File: src/rtl/spi_cmd_pkg.sv
package spi_cmd_pkg;
  localparam int WORD_W  = 16;
  localparam int CMD_W   = 4;
  localparam int ADDR_W  = 4;
  localparam int DATA_W  = 8;
  localparam int GROUP_W = 4;
  localparam int CNT_W   = 8;

  localparam logic [CMD_W-1:0] OP_NOP    = 4'd0;
  localparam logic [CMD_W-1:0] OP_RD_SET = 4'd9;
  localparam logic [CMD_W-1:0] OP_RD_MEM = 4'd10;

  typedef enum logic [1:0] {FR_EXEC, FR_HOLD, FR_DROP, FR_REPEAT} frame_cls_e;

  typedef struct packed {
    logic [CMD_W-1:0]  cmd;
    logic [ADDR_W-1:0] addr;
    logic [DATA_W-1:0] data;
  } cmd_word_t;

  // Decide what a chip-select rise does with the accumulated bit count.
  function automatic frame_cls_e classify(input logic clocked, input logic [CNT_W-1:0] cnt);
    if (!clocked)                      return FR_REPEAT;
    if ((int'(cnt) % WORD_W) == 0)     return FR_EXEC;
    if ((int'(cnt) % GROUP_W) == 0)    return FR_HOLD;
    return FR_DROP;
  endfunction

  function automatic logic [CNT_W-1:0] count_after(input frame_cls_e cls, input logic [CNT_W-1:0] cnt);
    return (cls == FR_EXEC || cls == FR_DROP) ? '0 : cnt;
  endfunction

  function automatic logic is_readback(input logic [CMD_W-1:0] c);
    return (c == OP_RD_SET) || (c == OP_RD_MEM);
  endfunction

  function automatic cmd_word_t split_word(input logic [WORD_W-1:0] w);
    return cmd_word_t'(w);
  endfunction
endpackage

File: src/rtl/spi_pin_front.sv
module spi_pin_front #(
  parameter int STAGES = 2
) (
  input  logic clk,
  input  logic rst_n,
  input  logic sclk_pin,
  input  logic sdi_pin,
  input  logic cs_n_pin,
  output logic sclk_rise,
  output logic cs_rise,
  output logic cs_low,
  output logic sdi_s
);
  localparam int NPIN = 3;
  // bit order {cs_n, sclk, sdi}; idle has chip select high
  localparam logic [NPIN-1:0] IDLE = 3'b100;

  logic [NPIN-1:0] stg [STAGES];
  logic [NPIN-1:0] now_v;
  logic [NPIN-1:0] prev_v;

  always_ff @(posedge clk or negedge rst_n) begin
    if (!rst_n) begin
      for (int i = 0; i < STAGES; i++) stg[i] <= IDLE;
      prev_v <= IDLE;
    end else begin
      stg[0] <= {cs_n_pin, sclk_pin, sdi_pin};
      for (int i = 1; i < STAGES; i++) stg[i] <= stg[i-1];
      prev_v <= now_v;
    end
  end

  assign now_v     = stg[STAGES-1];
  assign sclk_rise = now_v[1] & ~prev_v[1];
  assign cs_rise   = now_v[2] & ~prev_v[2];
  assign cs_low    = ~now_v[2];
  assign sdi_s     = now_v[0];

  // a chip-select rise is seen only one cycle after chip select was low
  p_cs_rise_after_low_r2: assert property (@(posedge clk) disable iff (!rst_n)
    cs_rise |-> $past(cs_low));
endmodule

File: src/rtl/spi_shifter.sv
module spi_shifter #(
  parameter int W = 16
) (
  input  logic         clk,
  input  logic         rst_n,
  input  logic         shift_en,
  input  logic         bit_in,
  input  logic         load_en,
  input  logic [W-1:0] load_val,
  input  logic         cs_low,
  output logic [W-1:0] sreg,
  output logic         sdo_oe
);
  always_ff @(posedge clk or negedge rst_n) begin
    if (!rst_n) begin
      sreg   <= '0;
      sdo_oe <= 1'b0;
    end else begin
      if (load_en)       sreg <= load_val;
      else if (shift_en) sreg <= {sreg[W-2:0], bit_in};
      sdo_oe <= cs_low & ~sreg[W-1];
    end
  end

  // outside shifting and loading the register holds its contents
  p_idle_holds_r4: assert property (@(posedge clk) disable iff (!rst_n)
    (!shift_en && !load_en) |=> $stable(sreg));
  // each new bit enters at the bottom
  p_shift_in_r1: assert property (@(posedge clk) disable iff (!rst_n)
    (shift_en && !load_en) |=> sreg[0] == $past(bit_in));
  // line released once chip select is high
  p_release_r7: assert property (@(posedge clk) disable iff (!rst_n)
    !cs_low |=> !sdo_oe);
endmodule

File: src/rtl/spi_frame_ctrl.sv
module spi_frame_ctrl
  import spi_cmd_pkg::*;
(
  input  logic              clk,
  input  logic              rst_n,
  input  logic              sclk_rise,
  input  logic              cs_rise,
  input  logic              cs_low,
  input  logic [WORD_W-1:0] word,
  output logic              cmd_valid,
  output logic [CMD_W-1:0]  cmd,
  output logic [ADDR_W-1:0] addr,
  output logic [DATA_W-1:0] data
);
  logic             bit_evt;
  logic             clocked;
  logic [CNT_W-1:0] bit_cnt;
  logic             have_last;
  cmd_word_t        last_q;
  cmd_word_t        incoming;
  frame_cls_e       cls;

  assign bit_evt  = sclk_rise & cs_low;
  assign incoming = split_word(word);
  assign cls      = classify(clocked, bit_cnt);

  always_ff @(posedge clk or negedge rst_n) begin
    if (!rst_n) begin
      clocked   <= 1'b0;
      bit_cnt   <= '0;
      have_last <= 1'b0;
      last_q    <= '0;
      cmd_valid <= 1'b0;
    end else begin
      cmd_valid <= 1'b0;
      if (bit_evt) begin
        bit_cnt <= bit_cnt + 1'b1;
        clocked <= 1'b1;
      end
      if (cs_rise) begin
        clocked <= 1'b0;
        bit_cnt <= count_after(cls, bit_cnt);
        case (cls)
          FR_EXEC: begin
            last_q    <= incoming;
            have_last <= 1'b1;
            cmd_valid <= (incoming.cmd != OP_NOP);
          end
          FR_REPEAT: cmd_valid <= have_last && (last_q.cmd != OP_NOP);
          default:   cmd_valid <= 1'b0;
        endcase
      end
    end
  end

  assign cmd  = last_q.cmd;
  assign addr = last_q.addr;
  assign data = last_q.data;

  p_strobe_single_r2: assert property (@(posedge clk) disable iff (!rst_n)
    cmd_valid |=> !cmd_valid);
  p_strobe_after_cs_r2: assert property (@(posedge clk) disable iff (!rst_n)
    cmd_valid |-> $past(cs_rise));
  p_exec_fields_r1: assert property (@(posedge clk) disable iff (!rst_n)
    (cs_rise && cls == FR_EXEC) |=> {cmd, addr, data} == $past(word));
  p_exec_clears_r3: assert property (@(posedge clk) disable iff (!rst_n)
    (cs_rise && cls == FR_EXEC) |=> bit_cnt == '0);
  p_odd_clears_r4: assert property (@(posedge clk) disable iff (!rst_n)
    (cs_rise && cls == FR_DROP) |=> (bit_cnt == '0 && !cmd_valid));
  p_carry_keeps_r5: assert property (@(posedge clk) disable iff (!rst_n)
    (cs_rise && cls == FR_HOLD) |=> ($stable(bit_cnt) && !cmd_valid));
  p_replay_fields_r6: assert property (@(posedge clk) disable iff (!rst_n)
    (cs_rise && cls == FR_REPEAT) |=> $stable({cmd, addr, data}));
  p_replay_fresh_r6: assert property (@(posedge clk) disable iff (!rst_n)
    (cs_rise && cls == FR_REPEAT && !have_last) |=> !cmd_valid);
  p_nop_silent_r8: assert property (@(posedge clk) disable iff (!rst_n)
    cmd_valid |-> cmd != OP_NOP);
endmodule

File: src/rtl/spi_cmd_rx.sv
module spi_cmd_rx
  import spi_cmd_pkg::*;
#(
  parameter int SYNC_STAGES = 2
) (
  input  logic              clk,
  input  logic              rst_n,
  input  logic              sclk,
  input  logic              cs_n,
  input  logic              sdi,
  output logic              sdo_oe,
  output logic              cmd_valid,
  output logic [CMD_W-1:0]  cmd,
  output logic [ADDR_W-1:0] addr,
  output logic [DATA_W-1:0] data,
  input  logic [WORD_W-1:0] rdbk_data
);
  logic              sclk_rise;
  logic              cs_rise;
  logic              cs_low;
  logic              sdi_s;
  logic              shift_en;
  logic              load_en;
  logic [WORD_W-1:0] shift_word;

  spi_pin_front #(.STAGES(SYNC_STAGES)) u_front (
    .clk(clk), .rst_n(rst_n), .sclk_pin(sclk), .sdi_pin(sdi), .cs_n_pin(cs_n),
    .sclk_rise(sclk_rise), .cs_rise(cs_rise), .cs_low(cs_low), .sdi_s(sdi_s)
  );

  assign shift_en = sclk_rise & cs_low;
  assign load_en  = cmd_valid & is_readback(cmd);

  spi_shifter #(.W(WORD_W)) u_shift (
    .clk(clk), .rst_n(rst_n), .shift_en(shift_en), .bit_in(sdi_s),
    .load_en(load_en), .load_val(rdbk_data), .cs_low(cs_low),
    .sreg(shift_word), .sdo_oe(sdo_oe)
  );

  spi_frame_ctrl u_ctrl (
    .clk(clk), .rst_n(rst_n), .sclk_rise(sclk_rise), .cs_rise(cs_rise),
    .cs_low(cs_low), .word(shift_word), .cmd_valid(cmd_valid),
    .cmd(cmd), .addr(addr), .data(data)
  );

  // a readback strobe captures the register block's value
  p_readback_load_r9: assert property (@(posedge clk) disable iff (!rst_n)
    load_en |=> shift_word == $past(rdbk_data));
endmodule

File: config.mk
export PLATFORM = sky130hd
export DESIGN_NAME = spi_cmd_rx
export DESIGN_NICKNAME = d
export VERILOG_FILES = /design/src/rtl/spi_cmd_pkg.sv /design/src/rtl/spi_pin_front.sv /design/src/rtl/spi_shifter.sv /design/src/rtl/spi_frame_ctrl.sv /design/src/rtl/spi_cmd_rx.sv
export SDC_FILE = /design/constraint.sdc
export NUM_CORES = 1
export LEC_CHECK = 0
export BUFFER_PORTS_ARGS = -buffer_cell sky130_fd_sc_hd__buf_4
export CORE_MARGIN = 2
export CORE_UTILIZATION = 54
export CTS_CLUSTER_DIAMETER = 30
export DETAILED_ROUTE_END_ITERATION = 7
export PLACE_DENSITY = 0.79
export RECOVER_POWER = 50
export SLEW_MARGIN = 20
export SYNTH_ARGS = -nofsm -noshare
export SYNTH_HDL_FRONTEND = slang
export SYNTH_HIERARCHICAL = 1
export SYNTH_SLANG_ARGS = --single-unit
File: constraint.sdc
create_clock -name clk -period 2.4 [get_ports clk]
set_input_delay 0.36 -clock clk [delete_from_list [all_inputs] [get_ports clk]]
set_output_delay 0.36 -clock clk [all_outputs]
set_load 0.02 [all_outputs]
==> flow_results.org <==
** Critical path
- Worst Setup Path Type :: reg -> reg
- Startpoint types :: register
- Data on the critical path is required at its endpoint by 2.59 ns.
- Cell Chain, Critical Path :: inv_1 -> ha_1 -> o21ai_0 -> nand2_1 -> inv_1 -> ha_1 -> nand2_2 -> mux2_2
- Nature of the critical path endpoint :: register
- In this design, the largest share of critical-path delay is due to flip-flops.
- The largest individual stage delay along the critical path comes from the cell sky130_fd_sc_hd__dfrtp_1.
- Along the worst path, the maximum fanout reaches 17.
- Crit path largest cell delay :: 0.44 ns
- At the worst endpoint, the arrival time is 2.20 ns.
- Together, buffers and inverters on the worst path number 2.

** Global route
- GR Layer Usage met2 :: 31.9%
- For met3 alone, demand over resource in global routing was 4.28%.
- The total overflow left after global routing is 0.
- The first global-routing pass estimated 6090 um of wire.
- Initial antenna violation count :: 0
- The via count of the first global-routing pass is 1342.
- Entering global routing, the biggest net connects 49 pins.
- All-Layer GR Usage :: 19.0%
- Met1 global-route usage :: 23.5%
- The global routing stage identified its most utilized layer as met2.

** CTS
- Total number of clock tree sinks :: 48
- After clock tree synthesis, the flow added hold-fix buffers numbering 0.
- CTS placed an instance of sky130_fd_sc_hd__clkbuf_8 at the clock tree root.
- Clock latency on the worst-skew pair, taken at its later pin, is 0.30 ns.
- Deepest clock path buffer count :: 2
- Inserted Clock Buffers :: 5
- Post-CTS timing repair inserted 0 buffers for setup.
- H-tree lvl count :: 2
- Reg clk slew, reported paths :: 0.08 ns
- In this run, post-CTS repair resized a total of 0 instances.
- TritonCTS built the clock tree.

** Placement
- I/O Buffers :: 38
- Pre-CTS setup slack :: 0.398 ns
- Placer Congestion :: 0.754
- The number of placed instances, taps included, is 243.
- Detailed placement finished with a half-perimeter wire length of 2520 um.

** STA
- Based on the critical path, the design can be clocked at up to 497 MHz.
- For the pin with the worst max-slew slack, the measured transition is 1.11 ns.
- Clock skew on the completed layout was measured at 0.0102 ns.
- Setup repair after global routing left no endpoint under its margin.
- Max Slew Vio Count :: 0
- The number of hold-slack violations in the final timing report was 0.
- Summed negative setup slack over all endpoints :: 0 ns
- Setup-failing EPs final :: 0
- In the post-route analysis, the smallest setup slack over all paths is 0.387 ns.
- Final Cycle Share :: 83.9%
- Final critical path time including I/O delays and setup :: 2.01 ns
- Normalized max-slew margin :: 25.7%

** Route
- Detailed router's first-iteration violation count :: 68
- For this run, design rule violations remaining after detail routing come to 0.
- Pre-Repair DR Iteration Count :: 4
- Dividing the detail-routed wire length by the instance count gives 14.5 um.
- Once detail routing completed, the nets flagged for antenna violations numbered 0.
- Using the TritonRoute via totals, the vias-per-cell ratio works out to 5.27.
- Wires add up to 3630 um.
- Total via count in the routed design :: 1324

** Outcome
- Result of the run :: completed

** Die
- Placeable Area :: 0.00363 mm^2
- Die area :: 0.00425 mm^2
- The initialized floorplan defines 22 standard-cell rows.
- Height of the chip :: 65.2 um
- Measured along the x axis, the die boundary spans 65.2 um.
- Once the floorplan was initialized, standard cells occupied 55.7% of the core.
- I/O Pins :: 39

** Logic synthesis
- Number of different library cells in the post-synthesis netlist :: 31
- Synthesized cell area :: 0.00202 mm^2
- Cell types with the largest area share after synthesis :: sky130_fd_sc_hd__dfrtp_1 56%, sky130_fd_sc_hd__mux2_2 8.9%, sky130_fd_sc_hd__mux2i_1 7.9%
- Yosys Warn Count :: 6
- After synthesis the netlist holds a flip-flop and latch count of 48.
- In this run the mean area of a mapped cell was 12.6 um^2.
- FFs w/ async S/R, synth :: 100%
- Total nets after synthesis :: 186
- The synthesized design contains 0 enable-type register cells.
- Sorting the synthesized cells by how often they occur yields 45 x sky130_fd_sc_hd__dfrtp_1, 22 x sky130_fd_sc_hd__nand2_1, 16 x sky130_fd_sc_hd__mux2_2, 16 x sky130_fd_sc_hd__mux2i_1, 10 x sky130_fd_sc_hd__o21ai_1.
- Number of instances in the synthesized netlist :: 161
- Of the synthesized area, sequential elements account for 59.6%.
- Top-area cell type share of the netlist area :: 55.7%
- Cell type contributing the most total cell area after synthesis :: sky130_fd_sc_hd__dfrtp_1
- Among all cell types in the netlist, the one instantiated most often is sky130_fd_sc_hd__dfrtp_1.
- Most used flip-flop cell after synthesis :: sky130_fd_sc_hd__dfrtp_1

** Final layout
- For this run, the share of the core covered by cells in the final layout is 66.8%.
- The post-route netlist has 33.5% of its cells at a drive strength greater than 1.
- The number of antenna diodes in the final layout is 0.
- In the final design database the tool counted 227 nets.
- From synthesis to final layout, the design area changed by 19.9%.
- The finished layout holds 251 standard cells, fillers aside.

** Power
- Peak supply drop :: 0.000603 V
- Power per Cell Area :: 1080 mW/mm^2
- The analysis attributes to cell leakage a power of 1.08 nW.

** Run
- Max Cap Viol :: 0

** Hold path
- The worst hold path belongs to the class in -> reg.
## metal layers
metal	part of all wire, %	vias to the layer above
li1	-	627
met1	43	649
met2	50	39
met3	4.7	9
met4	2.1	0
met5	0	-
## worst reg2reg max path, delay by kind of cell (launching register included)
family / cells / cell delay [ns]
AND/OR/NAND/NOR: 2 / 0.43
buffers and inverters: 2 / 0.13
AO/OA/AOI/OAI: 1 / 0.12
multiplexers: 1 / 0.39
flip-flops: 1 / 0.44
adder cells (fa/ha/maj): 2 / 0.39
## power by group
| group | internal (mW) | switching (mW) | total (mW) |
|---|---|---|---|
| logic | 0.408 | 0.402 | 0.810 |
| registers | 1.08 | 0.215 | 1.30 |
| clock network | 0.263 | 0.255 | 0.518 |
| total | 1.76 | 0.872 | 2.63 |
## final cells by class
type	instances	area, um^2
timing repair buffer	40	298
sequential	48	1200
tap	48	60.1
fill	294	1210
inverter	7	26.3
multi-input combinational	100	737
clock buffer	8	100
## cells in the final DEF (no fill, tap or decap), types with 2 or more instances in the layout
cell type                  Yosys  layout
sky130_fd_sc_hd__nor2b_1       3       3
sky130_fd_sc_hd__o21ai_0       9       9
sky130_fd_sc_hd__dfrtp_1      45      45
sky130_fd_sc_hd__clkbuf_8      0       7
sky130_fd_sc_hd__clkbuf_4      0       3
sky130_fd_sc_hd__nand2_1      22      22
sky130_fd_sc_hd__inv_1         7       7
sky130_fd_sc_hd__mux2_2       16      16
sky130_fd_sc_hd__mux2i_1      16      16
sky130_fd_sc_hd__dfstp_2       3       2
sky130_fd_sc_hd__ha_1          4       4
sky130_fd_sc_hd__xor2_1        2       2
sky130_fd_sc_hd__o21ai_1      10      10
sky130_fd_sc_hd__or4_1         2       2
sky130_fd_sc_hd__nor2_1        2       2
sky130_fd_sc_hd__buf_4         0      36
## through the flow
step                hold WS (ns)  instance area [um^2]  power (mW)
floorplan                 0.0644                  2020        1.75
global placement           0.335                  2330        2.08
detailed placement         0.342                  2330        2.14
CTS                       0.0738                  2430        2.66
global route               0.156                  2430        2.78
finish                     0.168                  2430        2.63
## cells by family (layout without fill, tap and decap cells)
logic type	after synthesis	count (layout)	synth area share [%]
buf+inv	13	55	4.02
compound gates	23	23	6.18
simple gates	38	38	9.65
fa+ha+maj	4	4	2.47
xor+xnor	3	3	1.30
flops	48	48	59.6
mux	32	32	16.8
## registers in the layout, summed over array words and instances (netlist names)
| name | count |
|---|---|
| u_front/stg | 3 |
| u_ctrl/cmd_valid | 1 |
| u_shift/sdo_oe | 1 |
| u_front/now_v | 3 |
| u_ctrl/clocked | 1 |
| u_ctrl/cmd | 4 |
| u_front/prev_v | 2 |
| u_ctrl/data | 8 |
| u_shift/sreg | 16 |
| u_ctrl/have_last | 1 |
| u_ctrl/bit_cnt | 4 |
| u_ctrl/addr | 4 |
## path summary, 6_finish.rpt
kind / from / endpoint / slack [ns] / depth (start not counted)
setup / recovery: u_ctrl/bit_cnt[0] / u_ctrl/data[0] / 0.39 / 8
hold / removal: cs_n / u_front/stg[5] / 0.17 / 1
setup reg to reg: u_ctrl/bit_cnt[0] / u_ctrl/data[0] / 0.39 / 8
hold reg to reg: u_front/stg[4] / u_front/now_v[1] / 0.35 / 0
max in group asynchronous: rst_n / u_ctrl/clocked / 1.46 / 1
min in group asynchronous: rst_n / u_shift/sreg[5] / 0.27 / 1
Power figures use the tool's default switching activity.
